File: src/rtl/usb_fifo_writer_pkg.sv
package usb_fifo_writer_pkg;
  typedef enum logic [1:0] {
    ST_IDLE   = 2'd0,
    ST_SELECT = 2'd1,
    ST_WRITE  = 2'd2,
    ST_PKTEND = 2'd3
  } uw_state_e;
endpackage

File: src/rtl/uw_pkt_counter.sv
module uw_pkt_counter #(
  parameter int PKT_WORDS = 256
) (
  input  logic clk_i,
  input  logic rst_ni,
  input  logic fire_i,
  input  logic last_i,
  output logic partial_o
);
  localparam int CW = (PKT_WORDS > 2) ? $clog2(PKT_WORDS) : 1;
  localparam logic [CW-1:0] CNT_TOP = CW'(PKT_WORDS - 1);

  logic [CW-1:0] cnt_q;

  always_ff @(posedge clk_i or negedge rst_ni) begin
    if (!rst_ni)                     cnt_q <= '0;
    else if (fire_i && last_i)       cnt_q <= '0;
    else if (fire_i)                 cnt_q <= (cnt_q == CNT_TOP) ? '0 : cnt_q + 1'b1;
  end

  // word being written does not close a packet
  assign partial_o = (cnt_q != CNT_TOP);

  assert_cnt_fresh_frame_R10: assert property (@(posedge clk_i) disable iff (!rst_ni)
    $past(fire_i && last_i) |-> (cnt_q == '0));
endmodule

File: src/rtl/uw_ctrl_fsm.sv
module uw_ctrl_fsm
  import usb_fifo_writer_pkg::*;
(
  input  logic      clk_i,
  input  logic      rst_ni,
  input  logic      valid_i,
  input  logic      fire_i,
  input  logic      last_i,
  input  logic      partial_i,
  output uw_state_e state_o
);
  uw_state_e state_q, state_d;

  always_comb begin
    state_d = state_q;
    unique case (state_q)
      ST_IDLE:   if (valid_i) state_d = ST_SELECT;
      ST_SELECT: state_d = ST_WRITE;
      ST_WRITE:  if (fire_i && last_i) state_d = partial_i ? ST_PKTEND : ST_IDLE;
      ST_PKTEND: state_d = ST_IDLE;
      default:   state_d = ST_IDLE;
    endcase
  end

  always_ff @(posedge clk_i or negedge rst_ni) begin
    if (!rst_ni) state_q <= ST_IDLE;
    else         state_q <= state_d;
  end

  assign state_o = state_q;

  assert_pktend_follows_last_R7: assert property (@(posedge clk_i) disable iff (!rst_ni)
    (state_q == ST_PKTEND) |-> $past(fire_i && last_i && partial_i));
  assert_select_then_write_R3: assert property (@(posedge clk_i) disable iff (!rst_ni)
    (state_q == ST_SELECT) |=> (state_q == ST_WRITE));
endmodule

File: src/rtl/uw_bus_drive.sv
module uw_bus_drive
  import usb_fifo_writer_pkg::*;
#(
  parameter int DW = 16,
  parameter int AW = 2
) (
  input  logic          clk_i,
  input  logic          rst_ni,
  input  uw_state_e     state_i,
  input  logic [AW-1:0] ep_addr_i,
  input  logic [DW-1:0] data_i,
  input  logic          valid_i,
  input  logic          full_ni,
  output logic          fire_o,
  output logic          cs_no,
  output logic          oe_no,
  output logic          rd_no,
  output logic          wr_no,
  output logic          pktend_no,
  output logic [AW-1:0] fifoadr_o,
  output logic [DW-1:0] fd_o
);
  logic [AW-1:0] adr_q;

  // endpoint is captured only when a frame opens
  always_ff @(posedge clk_i or negedge rst_ni) begin
    if (!rst_ni)                             adr_q <= '0;
    else if (state_i == ST_IDLE && valid_i)  adr_q <= ep_addr_i;
  end

  assign fire_o    = (state_i == ST_WRITE) && valid_i && full_ni;
  assign cs_no     = (state_i == ST_IDLE);
  assign wr_no     = !fire_o;
  assign pktend_no = (state_i != ST_PKTEND);
  assign oe_no     = 1'b1;
  assign rd_no     = 1'b1;
  assign fifoadr_o = adr_q;
  assign fd_o      = data_i;
endmodule

File: src/rtl/usb_fifo_writer.sv
module usb_fifo_writer
  import usb_fifo_writer_pkg::*;
#(
  parameter int PKT_WORDS = 256,
  parameter int DW        = 16,
  parameter int AW        = 2
) (
  input  logic          clk_i,
  input  logic          rst_ni,
  input  logic [AW-1:0] ep_addr_i,
  input  logic [DW-1:0] s_data_i,
  input  logic          s_valid_i,
  input  logic          s_last_i,
  output logic          s_ready_o,
  input  logic          full_ni,
  output logic          cs_no,
  output logic          oe_no,
  output logic          rd_no,
  output logic          wr_no,
  output logic          pktend_no,
  output logic [AW-1:0] fifoadr_o,
  output logic [DW-1:0] fd_o
);
  uw_state_e state;
  logic      fire;
  logic      partial;

  uw_ctrl_fsm u_fsm (
    .clk_i     (clk_i),
    .rst_ni    (rst_ni),
    .valid_i   (s_valid_i),
    .fire_i    (fire),
    .last_i    (s_last_i),
    .partial_i (partial),
    .state_o   (state)
  );

  uw_pkt_counter #(.PKT_WORDS(PKT_WORDS)) u_cnt (
    .clk_i     (clk_i),
    .rst_ni    (rst_ni),
    .fire_i    (fire),
    .last_i    (s_last_i),
    .partial_o (partial)
  );

  uw_bus_drive #(.DW(DW), .AW(AW)) u_bus (
    .clk_i     (clk_i),
    .rst_ni    (rst_ni),
    .state_i   (state),
    .ep_addr_i (ep_addr_i),
    .data_i    (s_data_i),
    .valid_i   (s_valid_i),
    .full_ni   (full_ni),
    .fire_o    (fire),
    .cs_no     (cs_no),
    .oe_no     (oe_no),
    .rd_no     (rd_no),
    .wr_no     (wr_no),
    .pktend_no (pktend_no),
    .fifoadr_o (fifoadr_o),
    .fd_o      (fd_o)
  );

  // ready mirrors the bus write so a full flag mid-burst drops nothing
  assign s_ready_o = fire;

  assert_no_write_full_R5: assert property (@(posedge clk_i) disable iff (!rst_ni)
    !full_ni |-> wr_no);
  assert_write_in_cs_R6: assert property (@(posedge clk_i) disable iff (!rst_ni)
    !wr_no |-> !cs_no);
  assert_adr_stable_R6: assert property (@(posedge clk_i) disable iff (!rst_ni)
    (!cs_no && $past(!cs_no)) |-> $stable(fifoadr_o));
  assert_select_no_write_R3: assert property (@(posedge clk_i) disable iff (!rst_ni)
    $fell(cs_no) |-> wr_no);
  assert_pktend_single_R7: assert property (@(posedge clk_i) disable iff (!rst_ni)
    !pktend_no |=> pktend_no);
  assert_pktend_idle_R10: assert property (@(posedge clk_i) disable iff (!rst_ni)
    !pktend_no |=> cs_no);
  assert_read_side_off_R2: assert property (@(posedge clk_i) disable iff (!rst_ni)
    s_ready_o |-> (oe_no && rd_no));
endmodule

File: config.mk
export PLATFORM = sky130hd
export DESIGN_NAME = usb_fifo_writer
export DESIGN_NICKNAME = d
export VERILOG_FILES = /design/src/rtl/usb_fifo_writer_pkg.sv /design/src/rtl/uw_pkt_counter.sv /design/src/rtl/uw_ctrl_fsm.sv /design/src/rtl/uw_bus_drive.sv /design/src/rtl/usb_fifo_writer.sv
export SDC_FILE = /design/constraint.sdc
export NUM_CORES = 1
export LEC_CHECK = 0
export ABC_AREA = 1
export BUFFER_PORTS_ARGS = -buffer_cell sky130_fd_sc_hd__buf_2
export CAP_MARGIN = 15
export CORE_UTILIZATION = 45
export CTS_BUF_LIST = sky130_fd_sc_hd__clkbuf_8
export DETAILED_ROUTE_END_ITERATION = 12
export GPL_ROUTABILITY_DRIVEN = 0
export PLACE_DENSITY = 0.93
export SYNTH_ARGS = -nofsm -noshare
export SYNTH_HDL_FRONTEND = slang
export SYNTH_SLANG_ARGS = --single-unit
File: constraint.sdc
create_clock -name clk_i -period 1.5 [get_ports clk_i]
set_clock_uncertainty 0.1 [all_clocks]
set_input_delay 0.225 -clock clk_i [delete_from_list [all_inputs] [get_ports clk_i]]
set_output_delay 0.225 -clock clk_i [all_outputs]
set_load 0.02 [all_outputs]
After elaboration in Yosys (flattened, before gate mapping)
Index checks and enable logic that the tools add are counted.
{"block": "op_classes", "muxes": 7, "n_addsub": 1, "n_eq_ne": 8, "n_reduce_logical": 8}
{"cell": "$mux 8", "count": 3}
{"cell": "$add 8x1->8 const B", "count": 1}
{"cell": "$eq 8x8->1 const B", "count": 1}
{"cell": "$ne 8x8->1 const B", "count": 1}
{"cell": "$pmux 2 s4", "count": 1}
{"cell": "$mux 2", "count": 3}
{"cell": "$ne 2x2->1 const B", "count": 3}
{"cell": "$eq 2x2->1 const B", "count": 2}
{"cell": "$logic_and 1x1->1", "count": 4}
{"cell": "$eq 2x1->1 const B", "count": 1}
{"cell": "$logic_not 2->1", "count": 1}
{"cell": "$reduce_and 2->1", "count": 1}
{"cell": "$reduce_bool 2->1", "count": 1}
{"cell": "$logic_not 1->1", "count": 1}
{"block": "totals", "output_inout_bits": 24, "word_cells": 27, "ff_bits": 12, "input_bits": 23}

Logic depth before layout (Yosys ltp)
Gate-level depths: netlist (run 1).
{"block": "logic_depth", "ltp_word": 6, "depth_mapped": 8, "ltp_nobuf": 8}

By module
A second synthesis (run 1) with hierarchy kept.
{"block": "unflattened", "cells_unflattened": 106, "area_unflattened_um2": 819.5}
{"mod": "uw_pkt_counter", "n_inst": 1, "seq_area_each_um2": 200.2, "area_per_inst_um2": 476.7, "cells_per_inst": 60}
{"mod": "uw_bus_drive", "n_inst": 1, "seq_area_each_um2": 50.0, "area_per_inst_um2": 244.0, "cells_per_inst": 33}
{"mod": "uw_ctrl_fsm", "n_inst": 1, "seq_area_each_um2": 50.0, "area_per_inst_um2": 98.8, "cells_per_inst": 13}

Least setup slack after synthesis (run 1)
No wires, ideal clock.
{"block": "synth_path", "kind": "reg2reg", "start": "register u_fsm.state_q[1], in the netlist u_fsm.state_o[1]", "end": "register u_bus.adr_q[0], in the netlist u_bus.fifoadr_o[0]", "required_time_ns": 1.275, "setup_ns": 0.125, "t_arrival_ns": 1.178, "path_stages_with_launch": 4, "period_less_slack_ns": 1.403, "setup_slack_ns": 0.097, "n_path_buf": 0, "path_cell_list": "dfrtp_1 > nor2_1 > nand2_1 > mux2_2"}
{"block": "synth_between", "elab_chain_len": 2}
{"item": "from (decl)", "line_no": "uw_ctrl_fsm.sv:12", "rtl": "uw_state_e state_q, state_d;"}
{"item": "from (signal assigned)", "line_no": "uw_ctrl_fsm.sv:27", "rtl": "else state_q <= state_d;"}
{"item": "$logic_not 2->1"}
{"item": "net cs_no", "line_no": "usb_fifo_writer.sv:16", "rtl": "output logic cs_no,"}
{"item": "$logic_and 1x1->1", "line_no": "uw_bus_drive.sv:28", "rtl": "else if (state_i == ST_IDLE && valid_i) adr_q <= ep_addr_i;"}
{"item": "to (signal assigned)", "line_no": "uw_bus_drive.sv:28"}
{"item": "to (decl)", "line_no": "uw_bus_drive.sv:23", "rtl": "logic [AW-1:0] adr_q;"}
The timed path passes the listed nets, and every way through them passes these cells.
A chain may end at the register's enable or synchronous reset.

Worst setup path after layout (run 1)
{"block": "layout_path", "start": "register u_fsm.state_q[0], in the netlist u_fsm.state_o[0]", "end": "output wr_no"}
{"block": "layout_between", "elab_chain_len": 4}
{"item": "$eq 2x2->1", "line_no": "uw_bus_drive.sv:31", "rtl": "assign fire_o = (state_i == ST_WRITE) && valid_i && full_ni;"}
{"item": "$logic_and 1x1->1 (2 in a row)", "line_no": "uw_bus_drive.sv:31"}
{"item": "$logic_not 1->1", "line_no": "uw_bus_drive.sv:33", "rtl": "assign wr_no = !fire_o;"}
{"item": "to (decl)", "line_no": "usb_fifo_writer.sv:19", "rtl": "output logic wr_no,"}
Every way passes these cells.

==> PnR_summary.wiki, run 1 <==
{| class="wikitable"
! Metric !! Value
|-
| Sum of routed wire length over all layers || 1.502 mm
|-
| Share of power burned in combinational logic || 0.364
|-
| Classification of the worst-slack hold path || input port to flop
|-
| Cell count after synthesis || 107
|-
| Clock transition time at the flip-flop clock pins of the worst setup and hold paths || 0.05 ns
|-
| Remaining global-route overflow || 0
|-
| Run status || finished, final reports clean
|-
| Average footprint of a synthesized cell || 7.624 um2
|-
| Number of global-route vias before repair || 563
|-
| Wire length of the first global-routing pass || 2.394 mm
|-
| Final hold violation count || 0
|-
| P per Cell Area || 1610 mW/mm2
|-
| Internal power contribution || 859.1 uW
|-
| Most area-consuming cells after synthesis || sky130_fd_sc_hd__dfrtp_1 37%, sky130_fd_sc_hd__buf_4 17%, sky130_fd_sc_hd__nand2_1 13%
|-
| Clk buf depth || 2
|-
| Classification of the worst setup path || flop to output pin
|-
| Proportion of synthesized flip-flops having asynchronous set or reset || 1.000
|-
| Detailed-router iteration count before antenna repair || 4
|-
| Final antenna-violating net count || 0
|-
| Number of flops mapped to enable cells by yosys || 0
|-
| Initial antenna violation count || 0
|-
| Leakage dissipation || 0.4363 nW
|-
| Iteration-0 DRC count of the detailed router || 14
|-
| Unrepaired setup endpoints after global routing || no
|-
| Drt via density || 4.694
|-
| Final hold slack || 0.1323 ns
|-
| Die Span Y || 44.58 um
|-
| Final setup TNS || 0 ns
|-
| Vias || 629
|-
| Post-synth design cell area || 815.8 um2
|-
| Most common cell in the netlist || sky130_fd_sc_hd__nand2_1
|-
| Die Footprint || 0.001987 mm2
|-
| Residual DRC || 0
|-
| Number of clock sinks seen by CTS || 12
|-
| Area growth, synth to finish || 4.755%
|-
| Arrival time at the worst endpoint || 1.12 ns
|-
| Max-slew violation count || 0
|-
| Clk_lat worst skew || 0.25 ns
|-
| Count of max-cap constraint violations || 0
|-
| Final Net Count || 134
|-
| Commonest cells in the synthesized netlist || 28 x sky130_fd_sc_hd__nand2_1, 18 x sky130_fd_sc_hd__buf_4, 13 x sky130_fd_sc_hd__inv_1
|-
| # diodes || 0
|-
| Ratio of cells with drive above 1 in the final layout || 0.2844
|-
| Post-detailed-placement half-perimeter wirelength || 1.130 mm
|-
| Inserted Clock Buffers || 3
|-
| Power share of the clock group || 0.259
|-
| Worst Path Max Fanout || 7
|-
| Sequential fraction of design power || 0.376
|-
| Maximum achievable frequency || 0.6926 GHz
|-
| Number of top-level pins || 47
|-
| Share of the cycle needed by the critical path after routing || 0.9625
|-
| Area of the core region || 0.001708 mm2
|-
| Top FF cell, synth || sky130_fd_sc_hd__dfrtp_1
|-
| Seq/Total Area, Yosys || 0.3681
|-
| TritonCTS clock tree || done
|-
| Initial Util || 0.4777
|-
| Share of the synthesized area in the top cell type || 0.3681
|-
| Count of unique library cells instantiated by Yosys || 20
|-
| Sw Pwr || 516.6 uW
|-
| Num rows || 15
|-
| Switching Fraction || 0.3755
|-
| Launching element type of the critical path || flop
|-
| DR WL/cell || 11.21 um
|-
| Overall power after layout || 1.376 mW
|-
| H-Tree Level Count || 1
|-
| Final Setup Violations || 0
|-
| Synth warnings || 0
|-
| Kind of end point of the critical path || output pin
|-
| Cell chosen for the clock root || sky130_fd_sc_hd__clkbuf_8
|-
| Tmin final || 1.444 ns
|-
| Width of the die || 44.58 um
|-
| Maximum vdd drop || 0.9305 mV
|-
| Input/output buffers || 12
|-
| Synthesized flop and latch total || 12
|-
| Required time of the critical path || 1.17 ns
|-
| Biggest area consumer among synthesized cells || sky130_fd_sc_hd__dfrtp_1
|-
| Global Route Usage Sum || 0.1763
|-
| Maximum number of pins on one net before global-route repair || 13
|}
## power groups by stage
stage,sequential [mW],clock (mW),combinational (mW)
2_1_floorplan,0.533,0,0.375
3_3_place_gp,0.507,0,0.437
3_5_place_dp,0.521,0,0.460
4_1_cts,0.520,0.361,0.479
5_1_grt,0.529,0.376,0.554
6_report,0.518,0.357,0.501
## final timing paths
check                                       from                 end  slack, ns  cells past startpoint
worst max-delay path            u_fsm.state_o[0]               wr_no       0.06                      5
worst max register to register    u_cnt.cnt_q[0]    u_fsm.state_o[1]       0.10                      6
max in group asynchronous                 rst_ni      u_cnt.cnt_q[7]       0.78                      2
worst min-delay path                ep_addr_i[0]  u_bus.fifoadr_o[0]       0.13                      2
min in group asynchronous                 rst_ni  u_bus.fifoadr_o[0]       0.30                      2
worst min register to register    u_cnt.cnt_q[4]      u_cnt.cnt_q[4]       0.40                      2
## repair_timing
action	in CTS	in global routing
hold buffers	1	0
setup buffers	1	1
pin swaps	1	1
endpoints found under the setup margin	1	4
hold endpoints to repair	12	0
resized for setup	2	1
## cells in the final DEF, fill, tap and decap left out
master / instances
sky130_fd_sc_hd__a22oi_2: 1
sky130_fd_sc_hd__o21ai_1: 2
sky130_fd_sc_hd__a21oi_1: 4
sky130_fd_sc_hd__inv_1: 11
sky130_fd_sc_hd__nand2_2: 3
sky130_fd_sc_hd__dlygate4sd3_1: 1
sky130_fd_sc_hd__buf_4: 3
sky130_fd_sc_hd__nand3_2: 2
sky130_fd_sc_hd__clkbuf_8: 4
sky130_fd_sc_hd__dfrtp_1: 12
sky130_fd_sc_hd__inv_2: 2
sky130_fd_sc_hd__buf_2: 12
sky130_fd_sc_hd__mux2_2: 2
sky130_fd_sc_hd__nor2_2: 1
sky130_fd_sc_hd__nor2_1: 10
sky130_fd_sc_hd__ha_1: 1
sky130_fd_sc_hd__nand2_1: 27
sky130_fd_sc_hd__a31oi_1: 1
sky130_fd_sc_hd__o211ai_1: 1
sky130_fd_sc_hd__o21bai_1: 1
sky130_fd_sc_hd__nand3_1: 5
sky130_fd_sc_hd__conb_1: 2
sky130_fd_sc_hd__nor2_4: 1
## critical path, cell delays in order, from the launching register on
cell,delay (ns)
sky130_fd_sc_hd__dfrtp_1,0.39
sky130_fd_sc_hd__inv_2,0.07
sky130_fd_sc_hd__nand2_2,0.06
sky130_fd_sc_hd__nor2_4,0.11
sky130_fd_sc_hd__inv_2,0.08
sky130_fd_sc_hd__buf_2,0.16
## layer usage
| layer | wire length [um] | global-route usage | vias up | share of wire |
|---|---|---|---|---|
| met5 | 0 | 0 | - | 0 |
| met1 | 628 | 0.1877 | 287 | 0.42 |
| met3 | 69 | 0.04082 | 5 | 0.046 |
| met4 | 40 | 0.1152 | 0 | 0.027 |
| li1 | - | - | 313 | - |
| met2 | 763 | 0.3088 | 24 | 0.51 |
## flip-flops by register name (all words and copies together) (netlist names)
name,cells
u_fsm.state_o,2
u_cnt.cnt_q,8
u_bus.fifoadr_o,2
## cell families after synthesis
logic type,after synthesis,synth area share
compound gates,10,0.07823
flops,12,0.3681
other cells,1,0.004597
fa+ha+maj,1,0.01533
buf+inv,32,0.2393
mux,2,0.02761
simple gates,49,0.2669
## cell type report
cell class                      count  area, um2
Multi-Input combinational cell     64      326.6
Tap cell                           25      31.28
Timing Repair Buffer               16      92.59
Clock buffer                        4      55.05
Fill cell                         163      853.3
Sequential cell                    12      300.3
Inverter                           13      48.80
## per-stage QoR
step / cells / utilization / setup slack, ns / cell area (um2)
floorplan: 108 / - / 0.09741 / 819.5
global placement: 127 / 0.4520 / 0.1557 / 772.0
detailed placement: 127 / 0.4520 / 0.1083 / 772.0
CTS: 133 / 0.4945 / 0.01264 / 844.6
global route: 134 / 0.5004 / 0.001978 / 854.6
finish: 134 / 0.5004 / 0.05619 / 854.6
No activity file was read; power rests on OpenSTA's default activity.
==> inputs of run 2 (changes only) <==
Clock period 1.5 ns to 1.51 ns, I/O delays scaled along.
==> run 2 against run 1 <==
- global-route usage rose by 1.0 points
- final area rose by 4.7%
- via count rose by 13%
- setup slack got worse by 0.019 ns
- non-clock buffer count rose by 3
- register-to-register slack got worse by 0.04 ns
- die area did not move
- cell count rose by 2.2%
==> PnR_summary.wiki, run 2 (synthesis gave the netlist of run 1 again) <==
{| class="wikitable"
! Metric !! Value
|-
| Run status || finished, final reports clean
|-
| Final Setup Violations || 0
|-
| Crit-path cells || nand2_4, nor2_4, inv_4, buf_6
|-
| Sequential Area || 300.3 um2
|-
| Die Span Y || 44.58 um
|-
| Tmin final || 1.472 ns
|-
| Power share of the clock group || 0.246
|-
| Kind of end point of the critical path || output pin
|-
| Worst Path Max Fanout || 4
|-
| Hold Crit Depth || 2
|-
| Clock transition time at the flip-flop clock pins of the worst setup and hold paths || 0.05 ns
|-
| Remaining global-route overflow || 0
|-
| Ratio of cells with drive above 1 in the final layout || 0.2946
|-
| Final antenna-violating net count || 0
|-
| Area of the core region || 0.001708 mm2
|-
| Area growth, synth to finish || 9.663%
|-
| Number of clock sinks seen by CTS || 12
|-
| Number of global-route vias before repair || 596
|-
| Post-detailed-placement half-perimeter wirelength || 1.109 mm
|-
| Share of the cycle needed by the critical path after routing || 0.9751
|-
| Number of flip-flops under the largest register name || 8
|-
| Input/output buffers || 12
|-
| Sum of routed wire length over all layers || 1.792 mm
|-
| Inserted Clock Buffers || 3
|-
| Maximum number of pins on one net before global-route repair || 13
|-
| Detailed-router iteration count before antenna repair || 4
|-
| Die Footprint || 0.001987 mm2
|-
| Leakage dissipation || 0.4578 nW
|-
| Most used cells in the layout excluding fill and tap cells || 28 x sky130_fd_sc_hd__nand2_1, 12 x sky130_fd_sc_hd__dfrtp_1, 11 x sky130_fd_sc_hd__inv_1
|-
| Switching Fraction || 0.3863
|-
| Finished Layout Cells || 137
|-
| Internal power contribution || 882.1 uW
|-
| Maximum vdd drop || 0.9313 mV
|-
| Max-slew violation count || 0
|-
| Count of cell instances traversed by the critical path || 4
|-
| Required time of the critical path || 1.18 ns
|-
| Arrival time at the worst endpoint || 1.15 ns
|-
| Share of power burned in combinational logic || 0.389
|-
| Launching element type of the critical path || flop
|-
| Critical path's largest stage delay || 0.45 ns
|-
| Buffer and inverter count on the worst path || 2
|-
| Fill cell instance count of the final layout || 146
|-
| H-Tree Level Count || 1
|-
| Clk_lat worst skew || 0.25 ns
|-
| Number of top-level pins || 47
|-
| Clk buf depth || 2
|-
| Final standard cell area without fillers || 894.6 um2
|-
| Cell type of the slowest stage on the worst timing path || sky130_fd_sc_hd__dfrtp_1
|-
| DR WL/cell || 13.08 um
|-
| Number of placed cells counting well taps || 127
|-
| Iteration-0 DRC count of the detailed router || 28
|-
| Count of max-cap constraint violations || 0
|-
| Most common cell after layout, fill and taps aside || sky130_fd_sc_hd__nand2_1
|-
| Initial antenna violation count || 0
|-
| Cell count of the worst reg-to-reg path || 6
|-
| Global Route Usage Sum || 0.1867
|-
| # diodes || 0
|-
| Classification of the worst-slack hold path || input port to flop
|-
| Classification of the worst setup path || flop to output pin
|-
| Residual DRC || 0
|-
| Sw Pwr || 555.2 uW
|-
| Register ranked first by flip-flop count || u_cnt.cnt_q
|-
| Cell type group with the largest total delay on the critical path || flip-flops
|-
| Maximum achievable frequency || 0.6792 GHz
|-
| Final Net Count || 137
|-
| Width of the die || 44.58 um
|-
| Sequential fraction of design power || 0.365
|-
| P per Cell Area || 1607 mW/mm2
|-
| Final hold violation count || 0
|-
| TritonCTS clock tree || done
|-
| Placement-stage cell area || 772.0 um2
|-
| Num rows || 15
|-
| Vias || 710
|-
| Area of the multi-input gates || 329.1 um2
|-
| Cell chosen for the clock root || sky130_fd_sc_hd__clkbuf_8
|-
| Initial Util || 0.4777
|-
| Wire length of the first global-routing pass || 2.566 mm
|-
| Drt via density || 5.182
|}
==> run 2: area by class of cell <==
cell class	instances	area share
multi-input combinational	64	0.3678
sequential	12	0.3357
timing repair buffer	19	0.1427
clock buffer	4	0.06154
inverter	13	0.05734
tap	25	0.03497
==> run 2: timing repair <==
item                                    4_1_cts  5_1_grt
endpoints found under the setup margin        1        5
hold buffers                                  1        0
pin swaps                                     1        3
cloned                                        0        0
buffers inserted                              2        4
gates resized for setup                       2        6
hold endpoints to repair                     12        0
==> run 2: worst paths after layout <==
path | from | to | slack (ns)
setup / recovery | u_fsm.state_o[1] | wr_no | 0.04
hold / removal | ep_addr_i[0] | u_bus.fifoadr_o[0] | 0.13
setup reg to reg | u_cnt.cnt_q[1] | u_fsm.state_o[1] | 0.06
hold reg to reg | u_cnt.cnt_q[4] | u_cnt.cnt_q[4] | 0.40
max in group asynchronous | rst_ni | u_cnt.cnt_q[5] | 0.79
min in group asynchronous | rst_ni | u_bus.fifoadr_o[0] | 0.29
==> run 2: worst register-to-register path, stage by stage, from the launching register on <==
cell and delay, ns:
sky130_fd_sc_hd__dfrtp_1 0.38, sky130_fd_sc_hd__ha_1 0.19, sky130_fd_sc_hd__nand2_1 0.11, sky130_fd_sc_hd__nor2_2 0.15, sky130_fd_sc_hd__nand2_1 0.13, sky130_fd_sc_hd__nand2_1 0.14, sky130_fd_sc_hd__o211ai_1 0.12
==> run 2: per-layer routing <==
metal  up-vias  global-route usage  share of wire  routed length [um]
li1        322                   -              -                   -
met1       323              0.1959           0.36                 642
met2        50              0.3147           0.50                 900
met3        15             0.04898          0.078                 139
met4         0              0.1455          0.061                 110
met5         -                   0              0                   0
==> run 2: power groups by stage <==
| stage | Combinational, mW | Sequential, mW | Clock, mW |
|---|---|---|---|
| after floorplan | 0.372 | 0.529 | 0 |
| after global placement | 0.434 | 0.504 | 0 |
| after detailed placement | 0.454 | 0.518 | 0 |
| after CTS | 0.481 | 0.516 | 0.353 |
| after global routing | 0.609 | 0.535 | 0.370 |
| final | 0.559 | 0.524 | 0.354 |
==> run 2: metrics by stage <==
stage          setup TNS, ns  worst slack, ns  total power, mW    util  hold slack (ns)
2_1_floorplan              0           0.1074           0.9014       -          -0.1691
6_report                   0          0.03760            1.437  0.5238           0.1344
3_5_place_dp               0           0.1124           0.9719  0.4520          0.01827
5_1_grt            -0.005324        -0.004284            1.515  0.5238           0.1352
4_1_cts                    0         0.007852            1.350  0.4989           0.1393
3_3_place_gp               0           0.1656           0.9377  0.4520          0.01525
